[config.mk]
export PLATFORM = sky130hd
export DESIGN_NAME = ivl_timer
export DESIGN_NICKNAME = d
export VERILOG_FILES = /design/src/rtl/ivl_pkg.sv /design/src/rtl/ivl_count.sv /design/src/rtl/ivl_irq.sv /design/src/rtl/ivl_regs.sv /design/src/rtl/ivl_timer.sv
export SDC_FILE = /design/constraint.sdc
export NUM_CORES = 1
export LEC_CHECK = 0
export ABC_CLOCK_PERIOD_IN_PS = 1800
export CAP_MARGIN = 20
export CORE_MARGIN = 3
export CORE_UTILIZATION = 36
export CTS_BUF_LIST = sky130_fd_sc_hd__clkbuf_8
export DETAILED_ROUTE_END_ITERATION = 8
export PLACE_DENSITY_LB_ADDON = 0.15
export SKIP_LAST_GASP = 1
export SLEW_MARGIN = 40
export SYNTH_ARGS = -nofsm -noshare
export SYNTH_HDL_FRONTEND = slang
export SYNTH_SLANG_ARGS = --single-unit
[constraint.sdc]
create_clock -name clk -period 1.8 [get_ports clk]
set_input_delay 0.36 -clock clk [delete_from_list [all_inputs] [get_ports clk]]
set_output_delay 0.36 -clock clk [all_outputs]
set_load 0.05 [all_outputs]
[src/rtl/ivl_pkg.sv]
package ivl_pkg;

    typedef enum logic [1:0] {
        SEL_COUNT = 2'd0,
        SEL_LIMIT = 2'd1,
        SEL_CTRL  = 2'd2,
        SEL_STAT  = 2'd3
    } ivl_sel_e;

    typedef enum logic {
        RUN_IDLE   = 1'b0,
        RUN_ACTIVE = 1'b1
    } run_st_e;

    typedef enum logic [1:0] {
        IRQ_OFF   = 2'd0,
        IRQ_ARMED = 2'd1,
        IRQ_PEND  = 2'd2
    } irq_st_e;

    localparam int CTRL_RUN_BIT  = 0;
    localparam int CTRL_IE_BIT   = 1;
    localparam int STAT_PEND_BIT = 0;

endpackage

[src/rtl/ivl_count.sv]
module ivl_count
    import ivl_pkg::*;
#(
    parameter int CNT_W = 32
) (
    input  logic             clk,
    input  logic             rst_n,
    input  logic             ctrl_wr,
    input  logic             run_req,
    input  logic             cnt_wr,
    input  logic [CNT_W-1:0] cnt_din,
    input  logic [CNT_W-1:0] lim,
    output logic [CNT_W-1:0] cnt,
    output logic             running,
    output logic             hit
);

    localparam logic [CNT_W-1:0] ONE = {{(CNT_W-1){1'b0}}, 1'b1};

    run_st_e          run_st, run_nx;
    logic [CNT_W-1:0] cnt_q;
    logic             at_lim;

    // state register
    always_ff @(posedge clk or negedge rst_n) begin
        if (!rst_n) run_st <= RUN_IDLE;
        else        run_st <= run_nx;
    end

    // next-state: start / stop on control writes only
    always_comb begin
        run_nx = run_st;
        unique case (run_st)
            RUN_IDLE:   if (ctrl_wr && run_req)  run_nx = RUN_ACTIVE;
            RUN_ACTIVE: if (ctrl_wr && !run_req) run_nx = RUN_IDLE;
        endcase
    end

    // outputs
    always_comb begin
        running = (run_st == RUN_ACTIVE);
        at_lim  = (cnt_q == lim);
        hit     = running && !cnt_wr && at_lim;
    end

    // counter datapath: load > wrap > increment > hold
    always_ff @(posedge clk or negedge rst_n) begin
        if (!rst_n)       cnt_q <= '0;
        else if (cnt_wr)  cnt_q <= cnt_din;
        else if (running) cnt_q <= at_lim ? '0 : cnt_q + ONE;
    end

    assign cnt = cnt_q;

endmodule

[src/rtl/ivl_irq.sv]
module ivl_irq
    import ivl_pkg::*;
(
    input  logic clk,
    input  logic rst_n,
    input  logic ctrl_wr,
    input  logic ie_req,
    input  logic hit,
    output logic irq,
    output logic ie
);

    irq_st_e st, nx;

    // state register
    always_ff @(posedge clk or negedge rst_n) begin
        if (!rst_n) st <= IRQ_OFF;
        else        st <= nx;
    end

    // transitions: arm, fire, acknowledge, disable
    always_comb begin
        nx = st;
        unique case (st)
            IRQ_OFF: begin
                if (ctrl_wr && ie_req) nx = IRQ_ARMED;
            end
            IRQ_ARMED: begin
                if (ctrl_wr)  nx = ie_req ? IRQ_ARMED : IRQ_OFF;
                else if (hit) nx = IRQ_PEND;
            end
            IRQ_PEND: begin
                if (ctrl_wr)  nx = ie_req ? IRQ_ARMED : IRQ_OFF;
            end
            default:          nx = IRQ_OFF;
        endcase
    end

    // outputs
    always_comb begin
        irq = (st == IRQ_PEND);
        ie  = (st == IRQ_ARMED) || (st == IRQ_PEND);
    end

endmodule

[src/rtl/ivl_regs.sv]
module ivl_regs
    import ivl_pkg::*;
#(
    parameter int CNT_W = 32
) (
    input  logic             clk,
    input  logic             rst_n,
    input  logic             lim_wr,
    input  logic [CNT_W-1:0] din,
    input  logic [1:0]       rd_sel,
    input  logic [CNT_W-1:0] cnt,
    input  logic             running,
    input  logic             ie,
    input  logic             pend,
    output logic [CNT_W-1:0] lim,
    output logic [CNT_W-1:0] rd_data
);

    logic [CNT_W-1:0] lim_q;

    always_ff @(posedge clk or negedge rst_n) begin
        if (!rst_n)      lim_q <= '1;
        else if (lim_wr) lim_q <= din;
    end

    assign lim = lim_q;

    always_comb begin
        rd_data = '0;
        unique case (ivl_sel_e'(rd_sel))
            SEL_COUNT: rd_data = cnt;
            SEL_LIMIT: rd_data = lim_q;
            SEL_CTRL: begin
                rd_data[CTRL_RUN_BIT] = running;
                rd_data[CTRL_IE_BIT]  = ie;
            end
            SEL_STAT:  rd_data[STAT_PEND_BIT] = pend;
        endcase
    end

endmodule

[src/rtl/ivl_timer.sv]
module ivl_timer
    import ivl_pkg::*;
#(
    parameter int CNT_W = 32
) (
    input  logic             clk,
    input  logic             rst_n,
    input  logic             wr_en,
    input  logic [1:0]       wr_sel,
    input  logic [CNT_W-1:0] wr_data,
    input  logic [1:0]       rd_sel,
    output logic [CNT_W-1:0] rd_data,
    output logic             irq
);

    logic             cnt_wr, lim_wr, ctrl_wr;
    logic [CNT_W-1:0] cnt_w, lim_w;
    logic             run_w, hit_w, ie_w;

    always_comb begin
        cnt_wr  = wr_en && (wr_sel == SEL_COUNT);
        lim_wr  = wr_en && (wr_sel == SEL_LIMIT);
        ctrl_wr = wr_en && (wr_sel == SEL_CTRL);
    end

    ivl_count #(.CNT_W(CNT_W)) u_count (
        .clk     (clk),
        .rst_n   (rst_n),
        .ctrl_wr (ctrl_wr),
        .run_req (wr_data[CTRL_RUN_BIT]),
        .cnt_wr  (cnt_wr),
        .cnt_din (wr_data),
        .lim     (lim_w),
        .cnt     (cnt_w),
        .running (run_w),
        .hit     (hit_w)
    );

    ivl_irq u_irq (
        .clk     (clk),
        .rst_n   (rst_n),
        .ctrl_wr (ctrl_wr),
        .ie_req  (wr_data[CTRL_IE_BIT]),
        .hit     (hit_w),
        .irq     (irq),
        .ie      (ie_w)
    );

    ivl_regs #(.CNT_W(CNT_W)) u_regs (
        .clk     (clk),
        .rst_n   (rst_n),
        .lim_wr  (lim_wr),
        .din     (wr_data),
        .rd_sel  (rd_sel),
        .cnt     (cnt_w),
        .running (run_w),
        .ie      (ie_w),
        .pend    (irq),
        .lim     (lim_w),
        .rd_data (rd_data)
    );

endmodule

### Word-level counts from Yosys, hierarchy flattened

Cells that the tools add are included.

| word-level totals | value |
|---|---|
| flip-flop bits (word level) | 67 |
| bits of input ports | 39 |
| output and inout bits | 33 |
| logic and storage cells | 48 |

| operators by class | value |
|---|---|
| add/subtract/negate cells | 1 |
| equal/unequal tests | 11 |
| multiplexer cells | 15 |
| bitwise logic cells | 1 |
| reduce and logical (&&, ||, !) cells | 16 |

Operators with widths:

| operator | number |
|---|---|
| $mux W32 | 3 |
| $pmux W30 S2 | 1 |
| $add A32 B1 Y32 const B | 1 |
| $eq A32 B32 Y1 | 1 |
| $eq A2 B2 Y1 const B | 4 |
| $logic_and A1 B1 Y1 | 8 |
| $mux W2 | 4 |
| $eq A2 B1 Y1 const B | 3 |
| $logic_not A2 Y1 | 3 |
| $pmux W2 S3 | 1 |
| $pmux W1 S4 | 1 |
| $mux W1 | 3 |
| $ne A3 B3 Y1 const B | 1 |
| $pmux W1 S3 | 1 |
| $reduce_and A3 Y1 | 1 |
| $logic_not A1 Y1 | 2 |
| $ne A2 B1 Y1 const B | 1 |
| $ne A2 B2 Y1 const B | 1 |
| $pmux W1 S2 | 1 |
| $reduce_bool A2 Y1 | 1 |
| $logic_or A1 B1 Y1 | 1 |
| $not A1 Y1 | 1 |

### Longest topological paths before layout

Gate-level depths: netlist of run 1.

| depth | value |
|---|---|
| depth in word-level cells | 8 |
| gate-level depth with buffers | 9 |
| gate-level depth less buffers | 7 |

### By module

Synthesis of run 1 repeated with hierarchy kept, for this count alone.

| second synthesis, totals | value |
|---|---|
| cells, all modules | 526 |
| area, all modules | 4787.1 um2 |

Modules (own cells, without submodules):

| module | times used | cells each | area an instance (um2) | seq. area each (um2) |
|---|---|---|---|---|
| ivl_count | 1 | 364 | 2802.7 | 825.8 |
| ivl_regs | 1 | 140 | 1769.2 | 840.8 |
| ivl_irq | 1 | 19 | 185.2 | 50.0 |
| ivl_timer | 1 | 3 | 30.0 | 0.0 |

### Worst setup path after synthesis of run 1

Ideal clock, no wire load.

| timing | value |
|---|---|
| path kind | input to output |
| start point | input port rd_sel[0] |
| end point | output port rd_data[1] |
| data arrival time | 1.967 ns |
| required time | 1.440 ns |
| setup slack | -0.527 ns |
| stages on the path | 3 |
| path through | clkbuf_1 > clkbuf_1 > o21ai_0 |

| on the way | value |
|---|---|
| word-level cells in the longest chain between the ends | 2 |

Ends and longest elaborated chain:

| what | line | source |
|---|---|---|
| start, declared | ivl_timer.sv:11 | `input logic [1:0] rd_sel,` |
| $eq A2 B2 Y1, or another cell as far along | ivl_regs.sv:30 | `unique case (ivl_sel_e'(rd_sel))` |
| $pmux W1 S3 (*) | ivl_regs.sv:30 |  |
| end, declared | ivl_timer.sv:12 | `output logic [CNT_W-1:0] rd_data,` |

Every way passes the cells marked *; elsewhere a longest branch is shown, timed or not.

### Final worst setup path of run 1

| timing | value |
|---|---|
| start point | register u_regs.lim_q[2], in the netlist u_regs.lim[2] |
| end point | register u_count.cnt_q[6], in the netlist u_count.cnt[6] |

| on the way | value |
|---|---|
| word-level cells in the longest chain between the ends | 4 |

Ends and longest elaborated chain:

| what | line | source |
|---|---|---|
| start, declared | ivl_regs.sv:19 | `logic [CNT_W-1:0] lim_q;` |
| start signal, assigned | ivl_regs.sv:23 | `else if (lim_wr) lim_q <= din;` |
| $eq A32 B32 Y1 | ivl_count.sv:42 | `at_lim = (cnt_q == lim);` |
| $mux W32 (2 in a row) | ivl_count.sv:50 | `else if (running) cnt_q <= at_lim ? '0 : cnt_q + ONE;` |
| $mux W32 | ivl_count.sv:49 | `else if (cnt_wr) cnt_q <= cnt_din;` |
| end signal, assigned | ivl_count.sv:49 |  |
| end signal, assigned | ivl_count.sv:50 |  |
| end, declared | ivl_count.sv:21 | `logic [CNT_W-1:0] cnt_q;` |

No other way between the ends. The select of a mux whose other input is x is not followed.
A chain may end at the register's enable or synchronous reset.

==> metrics.md, run 1 <==
| Metric | Value |
|---|---|
| Outcome | finished with violations |
| Failing checks | negative setup slack |
| Critical Path Fanout Max | 8 |
| Commonest non-fill, non-tap cell in the layout | buf_4 |
| DRC violations left | 0 |
| Fin nets | slightly below 700 |
| WL met2 | about 7400 µm |
| Setup-failing EPs final | 36 |
| Io pins | 72 |
| Final GP Congestion | 0.896 |
| Post-route setup slack | -0.437 ns |
| Die area | between 10000 and 15000 µm² |
| Clock Pin Slew Worst Setup and Hold Paths | around 0.080 ns |
| Top_reg_cell synth | dfrtp_1 |
| First-pass GRT wire length | ~24000 µm |
| Cell count after synthesis | a little under 500 |
| Commonest non-fill, non-tap cells in the layout | 100 x buf_4, 48 x nand2_1, 40 x buf_12 |
| Hold Path Class | in -> async |
| WL met3 | about 640 µm |
| RSZ-0062 raised after global routing | yes |
| Syn avg cell area | 9.20 µm² |
| Post-Syn Nets | between 500 and 600 |
| DRT antenna net count | 0 |
| Max IR drop VDD | roughly 530 µV |
| RR Startpoint | u_regs.lim[2] |
| Max Cap Viol | 0 |
| Top Metal Used | met4 |
| Die Wd | roughly 120 µm |
| Vias per std cell | 5.33 |
| Number of enable flip-flop cells after synthesis | 0 |
| Setup_tns | -11.95 ns |
| Sequential element share of the synthesized area | 0.378 |
| Largest net degree at the start of global routing | between 40 and 50 |
| Fin crit share | 1.24 |
| Antenna diode count | 0 |
| H-tree depth | 3 |
| Max_slew headroom | 0.736 |
| Mapped cell area | roughly 4500 µm² |
| Area Growth Syn to Fin | 63.7% |
| Setup crit end kind | register |
| Worst Tran Pin Value | 0.397 ns |
| Num CTS Buffers | 9 |
| Initial DRC count | 211 |
| CTS max path bufs | 2 |
| DRT Wirelength | approximately 15000 µm |
| Slew Viols, Final | 0 |
| DRT met1 WL | about 6700 µm |
| Core Footprint | 12200 µm² |
| Post-synth ARST share | 1.00 |
| Total number of vias | ~4400 |
| Fmax | around 450 MHz |
| FP Rows | 40 |
| Setup WS pre-CTS | -0.617 ns |
| Startpoint types | register |
| Fin crit period | between 2 and 2.5 ns |
| Initial Utilization | 0.373 |
| Number of global-route vias before repair | between 4000 and 5000 |
| LEAKAGE | roughly 3.0 nW |
| Clock Sinks | 67 |
| Critical Path AT | between 2 and 2.5 ns |
| Critical path type | reg -> reg |
| Number of synthesized register bits | 67 |
| Final clock skew | ~0.013 ns |
| CTS tree | built |
| Die Height | 118 µm |
| Router iterations before antenna repair | 6 |
| Reg-to-reg endpoint | u_count.cnt[6] |
| Distinct cells, synth | 53 |
| Worst r2r path cells | 7 |
| Critical path data required time | 2.04 ns |
| YS warnings | 0 |
| CTS root buf | clkbuf_8 |
| Reg-to-reg slack, setup | -0.44 ns |
| Hpwl dp | ~11000 µm |
| Hold slack | 0.451 ns |
| Number of antenna violations at the first check in global routing | 0 |
| Power density over cell area | 879 nW/µm² |
| Average wire per standard cell | around 18 µm |
| GRT Total Usage | 0.216 |
| Share of cells above drive strength 1 | 0.502 |
| Skew-Pair Late Insertion Delay | about 0.36 ns |
| Port Buf Inserts | 71 |
| Final Hold Fails | 0 |
| GRT overflow | 0 |
## cell usage after synthesis, types with 15 or more instances
cell type	n	share of area
nor2_1	50	0.041
nand2_1	48	0.040
buf_2	15	0.017
xor2_1	32	0.062
a21oi_1	15	0.017
o21ai_1	18	0.020
clkbuf_1	23	0.019
nand3_1	17	0.019
dfstp_2	32	0.19
mux2_2	33	0.082
dfrtp_1	35	0.19
mux2i_1	31	0.068
## per-layer routing
metal  up-vias  GRT usage
li1       2098          -
met1      2140      0.291
met2       135      0.362
met3        21     0.0297
met4         0     0.0645
met5         -          0
## cells by family (layout without fill, tap and decap cells)
logic type / Yosys count / in the layout / share of synthesized area
AO/OA/AOI/OAI: 98 / 98 / 0.148
XOR/XNOR: 32 / 32 / 0.0618
adder cells (fa/ha/maj): 5 / 5 / 0.0138
buffers and inverters: 51 / 214 / 0.0507
flip-flops: 67 / 67 / 0.378
multiplexers: 65 / 65 / 0.155
AND/OR/NAND/NOR: 175 / 175 / 0.192
## power by group
group	total, W	switching [W]	internal [W]	leakage [nW]
Sequential	0.00217	0.000275	0.00189	0.741
Combinational	0.00326	0.00168	0.00159	2.19
Clock	0.00110	0.000588	0.000508	0.0971
Total	0.00653	0.00254	0.00399	3.03
## worst max path at each step
stage | startpoint | end | slack, ns | cells past startpoint
2_1_floorplan | u_count.cnt[14] | u_count.cnt[11] | -0.22 | 9
3_3_place_gp | u_regs.lim[14] | u_irq.st[1] | -0.64 | 10
3_5_place_dp | u_regs.lim[14] | u_irq.st[1] | -0.62 | 10
4_1_cts | u_regs.lim[19] | u_count.cnt[25] | -0.41 | 8
5_1_grt | u_regs.lim[23] | u_count.cnt[6] | -0.48 | 8
6_report | u_regs.lim[2] | u_count.cnt[6] | -0.44 | 7
## per-stage QoR
stage	instances	utilization	instance area (µm²)	power (W)
after global placement	802	0.555	6750	0.00501
after floorplan	493	-	4800	0.00370
after detailed placement	802	0.555	6750	0.00506
final	824	0.611	7430	0.00653
after global routing	824	0.611	7430	0.00686
after CTS	823	0.595	7240	0.00638
## cell type report
type / count / area (µm²)
clock buffer: 10 / 138
clock inverter: 5 / 20.0
fill: 1003 / 4740
inverter: 7 / 26.3
multi-input combinational: 375 / 3230
sequential: 67 / 1720
tap: 168 / 210
timing repair buffer: 192 / 2080
## timing repair
item | 4_1_cts | 5_1_grt
pin swaps | 31 | 23
endpoints found under the setup margin | 39 | 47
endpoints found under the hold margin | 3 | 0
hold buffers | 1 | 0
buffers inserted | 7 | 1
cloned | 1 | 0
resized for setup | 51 | 30
## worst max-delay path: stages (launching register included)
cell     delay [ns]
dfstp_2        0.58
xor2_4         0.11
nor4_4         0.34
nand4_2        0.24
or2_1          0.32
buf_6          0.15
a21o_1         0.16
a31o_1         0.21
## sequential cells by signal, summed over array words and instances (netlist names), named ones only
signal and count:
u_count.cnt 32, u_regs.lim 32, u_irq.st 2
No activity file was read; power rests on OpenSTA's default activity.
==> run 2: changes to the inputs <==
--- a/config.mk
+++ b/config.mk
@@ -12,6 +12,7 @@
 export CTS_BUF_LIST = sky130_fd_sc_hd__clkbuf_8
 export DETAILED_ROUTE_END_ITERATION = 8
 export PLACE_DENSITY_LB_ADDON = 0.15
+export REMOVE_ABC_BUFFERS = 1
 export SKIP_LAST_GASP = 1
 export SLEW_MARGIN = 40
 export SYNTH_ARGS = -nofsm -noshare
==> run 2 against run 1 <==
The run still ends with negative setup slack left. Clock skew barely moved. Sequential cell count did not move. Global-route usage rose by 0.32 points. Count of clock-buffer cells in the layout did not move. Design area rose by 0.94%. First-iteration DRC count rose by 5.2%. Via count rose by 1.5%. Sequential power barely moved.
==> metrics.md, run 2 (synthesized netlist as in run 1, its figures left out) <==
| Metric | Value |
|---|---|
| Final core occ | 0.616 (+0.00576) |
| Slowest cell on crit path | dfstp_2 |
| Max IR drop VDD | 503 µV (-4.7%) |
| DRT Wirelength | 15200 µm (+1.5%) |
| Clock share of power | 0.166 (-0.002) |
| Hold slack | 0.0286 ns (-0.422 ns) |
| Commonest non-fill, non-tap cells in the layout | 96 x buf_4, 47 x nand2_1, 41 x buf_12 |
| Total number of vias | 4459 (+1.5%) |
| Vias per std cell | 5.37 (+0.75%) |
| RSZ-0062 raised after global routing | yes |
| Worst Tran Pin Value | 0.370 ns (-0.0268 ns) |
| Outcome | finished with violations |
| Setup crit end kind | register |
| Setup WS pre-CTS | -0.637 ns (-0.0192 ns) |
| Die Height | 118 µm (unchanged) |
| Reg-to-reg slack, setup | -0.37 ns (+0.07 ns) |
| Number of global-route vias before repair | 4616 (+1.6%) |
| Clock Pin Slew Worst Setup and Hold Paths | 0.08 ns (about the same) |
| Reg-to-reg endpoint | u_count.cnt[3] |
| Initial DRC count | 222 (+5.2%) |
| Skew-Pair Late Insertion Delay | 0.35 ns (about the same) |
| Initial Utilization | 0.373 (unchanged) |
| Core Footprint | 12200 µm² (unchanged) |
| RR Startpoint | u_regs.lim[22] |
| Num CTS Buffers | 9 (unchanged) |
| Final clock skew | 0.0123 ns (-0.000362 ns) |
| Fin nets | 703 (+1.0%) |
| Max Cap Viol | 0 (unchanged) |
| GRT overflow | 0 (unchanged) |
| Slew Viols, Final | 0 (unchanged) |
| Setup-failing EPs final | 39 (+8.3%) |
| Commonest non-fill, non-tap cell in the layout | buf_4 |
| Die Wd | 118 µm (unchanged) |
| FP Rows | 40 (unchanged) |
| Io pins | 72 (unchanged) |
| Antenna diode count | 0 (unchanged) |
| DRC violations left | 0 (unchanged) |
| Fin crit period | 2.17 ns (-0.0702 ns) |
| CTS tree | built |
| Failing checks | negative setup slack |
| First-pass GRT wire length | 24400 µm (+0.69%) |
| Port Buf Inserts | 71 (unchanged) |
| Post-route setup slack | -0.367 ns (+0.0702 ns) |
| Average wire per standard cell | 18.3 µm (+0.80%) |
| Sw power | 0.00256 W (+0.78%) |
| Critical Path Fanout Max | 10 (+2) |
| Largest stage delay on the critical path | 0.57 ns (about the same) |
| Combinational group share of total power | 0.506 (+0.006) |
| Internal Dissipation | 0.00406 W (+1.7%) |
| Fmax | 462 MHz (+3.2%) |
| Cell breakdown of the critical path | xor2_2 > nor4_4 > nand4_1 > buf_6 > o21ai_4 > buf_8 > o31ai_1 > a31o_1 |
| Power density over cell area | 883 nW/µm² (+0.38%) |
| CTS Hold Bufs | 0 (-1) |
| Number of antenna violations at the first check in global routing | 0 (unchanged) |
| Max_slew headroom | 0.753 (+0.0179) |
| Setup_tns | -10.37 ns (+1.57 ns) |
| Area Growth Syn to Fin | 65.2% |
| Switch share | 0.387 (-0.00209) |
| Router iterations before antenna repair | 4 (-2) |
| LEAKAGE | 3.05 nW (+0.60%) |
| Hpwl dp | 10600 µm (-2.7%) |
| Fin crit share | 1.20 (-0.0390) |
| CTS root buf | clkbuf_8 |
| Final GP Congestion | 0.884 (-1.3%) |
| Hold Path Class | in -> async |
| Largest net degree at the start of global routing | 68 (+62%) |
| DRT antenna net count | 0 (unchanged) |
| Die area | 14000 µm² (unchanged) |
| GRT Total Usage | 0.220 (+0.00317) |
| Critical path type | reg -> reg |
| H-tree depth | 3 (unchanged) |
| CTS max path bufs | 2 (unchanged) |
| Fill count | 991 (-1.2%) |
| Startpoint types | register |
| Critical Path AT | 2.40 ns (-0.08 ns) |
| Worst r2r path cells | 8 (+1) |
| Share of cells above drive strength 1 | 0.508 (+0.00603) |
| Flop pwr share | 0.328 (-0.004) |
| Final Hold Fails | 0 (unchanged) |
| Clock Sinks | 67 (unchanged) |
| Critical path data required time | 2.04 ns (about the same) |
[run 2: what timing repair did]
item,CTS,global route
setup endpoints to repair,61,56
hold endpoints to repair,0,0
setup buffers,16,7
gates resized for setup,108,37
pin swaps,39,25
cloned,3,0
[run 2: power by group through the flow]
| stage | Combinational [W] | Clock, W | Sequential, W |
|---|---|---|---|
| after CTS | 0.00319 | 0.00112 | 0.00216 |
| after global routing | 0.00355 | 0.00119 | 0.00221 |
| after floorplan | 0.00124 | 0 | 0.00222 |
| after global placement | 0.00276 | 0 | 0.00212 |
| after detailed placement | 0.00280 | 0 | 0.00213 |
| final | 0.00335 | 0.00110 | 0.00217 |
[run 2: stage by stage]
stage,power [W],area (µm²),std cells
global placement,0.00488,6460,795
detailed placement,0.00493,6460,795
floorplan,0.00346,4330,449
global route,0.00694,7500,830
finish,0.00662,7500,830
CTS,0.00647,7290,824
[run 2: layer usage]
metal,part of all wire,track usage
met2,0.50,0.375
met5,0,0
met1,0.44,0.285
met3,0.040,0.0263
met4,0.021,0.0821
[run 2: worst max-delay path by stage]
| stage | from | to | slack, ns | cells past startpoint |
|---|---|---|---|---|
| 2_1_floorplan | u_count.cnt[12] | u_count.cnt[18] | -0.51 | 6 |
| 5_1_grt | u_regs.lim[22] | u_count.cnt[3] | -0.48 | 8 |
| 4_1_cts | u_regs.lim[15] | u_count.cnt[29] | -0.33 | 8 |
| 3_3_place_gp | u_regs.lim[22] | u_count.cnt[28] | -0.66 | 8 |
| 3_5_place_dp | u_regs.lim[22] | u_count.cnt[28] | -0.64 | 8 |
| 6_report | u_regs.lim[22] | u_count.cnt[3] | -0.37 | 8 |
[run 2: area by class of cell]
type	instances	area [µm²]	area share
Tap cell	168	210	0.0280
Sequential cell	67	1720	0.229
Timing Repair Buffer	199	2190	0.293
Multi-Input combinational cell	375	3190	0.425
Clock buffer	10	138	0.0184
Inverter	7	26.3	0.00351
Clock inverter	4	21.3	0.00284
[run 2: critical path: cells and delay by family, from the launching register on]
kind                      cells  cell delay [ns]
and+or+nand+nor               2             0.55
AOI/OAI and AO/OA             3             0.47
xor gates and xnor gates      1             0.09
DFF                           1             0.57
buffers and inverters         2             0.36
==> run 3: changes to the inputs <==
--- a/config.mk
+++ b/config.mk
@@ -11,10 +11,11 @@
 export CORE_UTILIZATION = 36
 export CTS_BUF_LIST = sky130_fd_sc_hd__clkbuf_8
 export DETAILED_ROUTE_END_ITERATION = 8
+export GPL_ROUTABILITY_DRIVEN = 0
 export PLACE_DENSITY_LB_ADDON = 0.15
 export REMOVE_ABC_BUFFERS = 1
 export SKIP_LAST_GASP = 1
-export SLEW_MARGIN = 40
 export SYNTH_ARGS = -nofsm -noshare
 export SYNTH_HDL_FRONTEND = slang
+export SYNTH_HIERARCHICAL = 1
 export SYNTH_SLANG_ARGS = --single-unit
==> run 3 against run 2 <==
The flow still finishes with violations (negative setup slack). Worst setup slack lost 0.29 ns. Via count grew 11%. Cell count rose by 6.3%. Total power increased by 34%. Combinational power up 63%. Fmax decreased by 12%. Clock skew is 0.0047 ns higher. Register-to-register slack lost 0.29 ns. Non-clock buffer count up 12. Wire length up 11%. Sequential share of layout area fell by 0.76 points.
==> metrics.md, run 3 <==
| Metric | Value |
|---|---|
| Outcome | finished with violations |
| Failing checks | negative setup slack |
| Sequential element share of the synthesized area | 0.359 (-0.0198) |
| CTS root buf | clkbuf_8 |
| Setup-failing EPs final | 36 (-7.7%) |
| Die Height | 121 µm (+2.6%) |
| CTS tree | built |
| Setup crit end kind | register |
| Area contributors post-synth | dfrtp_1 18%, dfstp_2 18%, mux2i_1 7.3% |
| Total number of vias | 4929 (+11%) |
| Fmax | 407 MHz (-12%) |
| Gr busiest metal | met2 |
| Mapped cell area | 4790 µm² (+5.5%) |
| Die Wd | 121 µm (+2.6%) |
| Share of cells above drive strength 1 | 0.473 (-0.0343) |
| GR met3 Demand/Resource | 0.0410 (+0.0147) |
| Top_reg_cell synth | dfrtp_1 |
| Post-place instance area | 6840 µm² (+5.9%) |
| Initial Utilization | 0.373 (about the same) |
| DRC violations left | 0 (unchanged) |
| Critical Path AT | 2.68 ns (+0.28 ns) |
| Syn avg cell area | 9.10 µm² (-1.1%) |
| Commonest non-fill, non-tap cells in the layout | 120 x buf_4, 61 x nand2_1, 43 x buf_12 |
| Post-route setup slack | -0.656 ns (-0.290 ns) |
| Share of the synthesized area in the top cell type | 0.183 (-0.0101) |
| Worst Tran Pin Value | 0.614 ns (+0.244 ns) |
| DRT antenna net count | 0 (unchanged) |
| Final clock skew | 0.0171 ns (+0.00473 ns) |
| Fin crit period | 2.46 ns (+0.290 ns) |
| Synth cell count leaders | 61 x nand2_1, 53 x nor2_1, 35 x dfrtp_1, 35 x mux2i_1 |
| CTS max path bufs | 2 (unchanged) |
| Die area | 14700 µm² (+5.2%) |
| Io pins | 72 (unchanged) |
| Final Hold Fails | 0 (unchanged) |
| Fill count | 1115 (+13%) |
| Number of antenna violations at the first check in global routing | 0 (unchanged) |
| YS warnings | 6 (+6) |
| Hpwl dp | 11200 µm (+5.4%) |
| First-pass GRT wire length | 25300 µm (+3.9%) |
| Internal Dissipation | 0.00517 W (+27%) |
| Initial DRC count | 283 (+27%) |
| Met1 Use GR | 0.292 (+0.00700) |
| LEAKAGE | 3.22 nW (+5.6%) |
| Met2 GRT Util | 0.354 (-0.0214) |
| Leading area contributor after synthesis | dfrtp_1 |
| Setup WS pre-CTS | -0.763 ns (-0.126 ns) |
| H-tree depth | 3 (unchanged) |
| Max IR drop VDD | 841 µV (+67%) |
| Cell count after synthesis | 526 (+6.7%) |
| Average wire per standard cell | 19.1 µm (+4.5%) |
| Critical Path Fanout Max | 2 (-8) |
| Switch share | 0.416 (+0.0290) |
| Port Buf Inserts | 71 (unchanged) |
| Power density over cell area | 1140 nW/µm² (+29%) |
| Commonest non-fill, non-tap cell in the layout | buf_4 |
| Critical path data required time | 2.02 ns (-0.02 ns) |
| Area Growth Syn to Fin | 61.8% |
| Fin nets | 749 (+6.5%) |
| Slew Viols, Final | 0 (unchanged) |
| Vias per std cell | 5.59 (+4.0%) |
| DRT Wirelength | 16900 µm (+11%) |
| Critical path type | reg -> reg |
| Fin crit share | 1.36 (+0.161) |
| RSZ-0062 raised after global routing | yes |
| Max_slew headroom | 0.585 (-0.168) |
| Flop pwr share | 0.253 (-0.075) |
| Cell area after layout | 7750 µm² (+3.4%) |
| GRT overflow | 0 (unchanged) |
| Core Footprint | 12800 µm² (+5.5%) |
| Pwr Total | 0.00885 W (+34%) |
| Clock Pin Slew Worst Setup and Hold Paths | 0.07 ns (about the same) |
| Max Cap Viol | 0 (unchanged) |
| Post-synth ARST share | 1.00 (unchanged) |
| Largest net degree at the start of global routing | 68 (unchanged) |
| Number of synthesized register bits | 67 (unchanged) |
| Startpoint types | register |
| Clock Sinks | 67 (unchanged) |
| GRT Total Usage | 0.217 (-0.00283) |
| Distinct cells, synth | 50 (-5.7%) |
| Number of enable flip-flop cells after synthesis | 0 (unchanged) |
| Sw power | 0.00368 W (+44%) |
| Skew-Pair Late Insertion Delay | 0.36 ns (about the same) |
| Clock share of power | 0.130 (-0.036) |
| FP Rows | 41 (+2.5%) |
| Number of global-route vias before repair | 4877 (+5.7%) |
| Combinational group share of total power | 0.617 (+0.111) |
| Top-count cell post-synth | nand2_1 |
| Num CTS Buffers | 9 (unchanged) |
| Antenna diode count | 0 (unchanged) |
| Hold Path Class | in -> async |
| Router iterations before antenna repair | 7 (+3) |
## run 3: cell count changes after synthesis, moves of 7 or more
cell,change
o211ai_1,+26
o22ai_1,+22
o21ai_1,-18
and4_1,+15
nand2_1,+13
a31o_1,-11
nor3_1,+11
nor4_1,+9
buf_2,-8
a21o_1,-7
nand3_1,-7
or3_1,-7
## run 3: worst max-delay path: stages (launching register included)
cell and delay [ns]:
dfstp_2 0.54, xor2_1 0.08, nor4_2 0.39, nand4_1 0.28, nor4_4 0.31, nor2b_1 0.10
o311ai_2 0.26, mux2_1 0.37
## run 3: cell families (layout without fill, tap and decap cells)
| group | count (synthesis) | after routing | synth area share |
|---|---|---|---|
| compound gates | 87 | 87 | 0.123 |
| buf+inv | 49 | 233 | 0.0520 |
| simple gates | 217 | 217 | 0.238 |
| flops | 67 | 67 | 0.359 |
| fa+ha+maj | 5 | 5 | 0.0131 |
| xor+xnor | 32 | 32 | 0.0585 |
| mux | 69 | 69 | 0.157 |
## run 3: layout make-up
cell class	count	area, µm²	share of cell area
multi-input combinational	410	3310	0.427
sequential	67	1720	0.222
clock inverter	5	21.3	0.00275
tap	172	215	0.0278
clock buffer	11	151	0.0195
timing repair buffer	211	2310	0.298
inverter	6	25.0	0.00323
## run 3: what timing repair did
item                       in CTS  in global routing
pin swaps                       3                 29
setup buffers                   3                  5
hold buffers                    0                  0
cloned                          1                  4
setup endpoints to repair      66                 54
gates resized for setup        55                 68
## run 3: through the flow
step / util / hold slack, ns / setup TNS, ns / std cells
after floorplan: - / 0.0644 / -71.45 / 483
after global placement: 0.533 / 0.413 / -16.02 / 854
after detailed placement: 0.533 / 0.416 / -18.19 / 854
after CTS: 0.564 / 0.0373 / -8.05 / 873
after global routing: 0.604 / 0.0556 / -15.68 / 882
final: 0.604 / 0.0324 / -13.46 / 882
## run 3: per-layer routing
metal | wire, µm | share of wire
met1 | 7410 | 0.44
met4 | 347 | 0.021
met3 | 1030 | 0.061
met5 | 0 | 0
met2 | 8080 | 0.48
## run 3: power by group through the flow
stage	clock, W	combinational, W	sequential [W]
detailed placement	0	0.00486	0.00225
CTS	0.00117	0.00510	0.00222
global route	0.00123	0.00582	0.00228
finish	0.00115	0.00546	0.00224
global placement	0	0.00478	0.00223
floorplan	0	0.00224	0.00242
## run 3: final timing paths
kind / from / to / slack (ns) / depth (start not counted)
hold reg to reg: u_regs/lim[26] / u_regs/lim[26] / 0.64 / 1
hold / removal: rst_n / u_count/cnt[16] / 0.03 / 2
min in group clk: wr_data[5] / u_count/cnt[5] / 0.62 / 3
setup / recovery: u_regs/lim[28] / u_irq/st[0] / -0.66 / 7
max in group asynchronous: rst_n / u_regs/lim[20] / 1.43 / 2
setup reg to reg: u_regs/lim[28] / u_irq/st[0] / -0.66 / 7
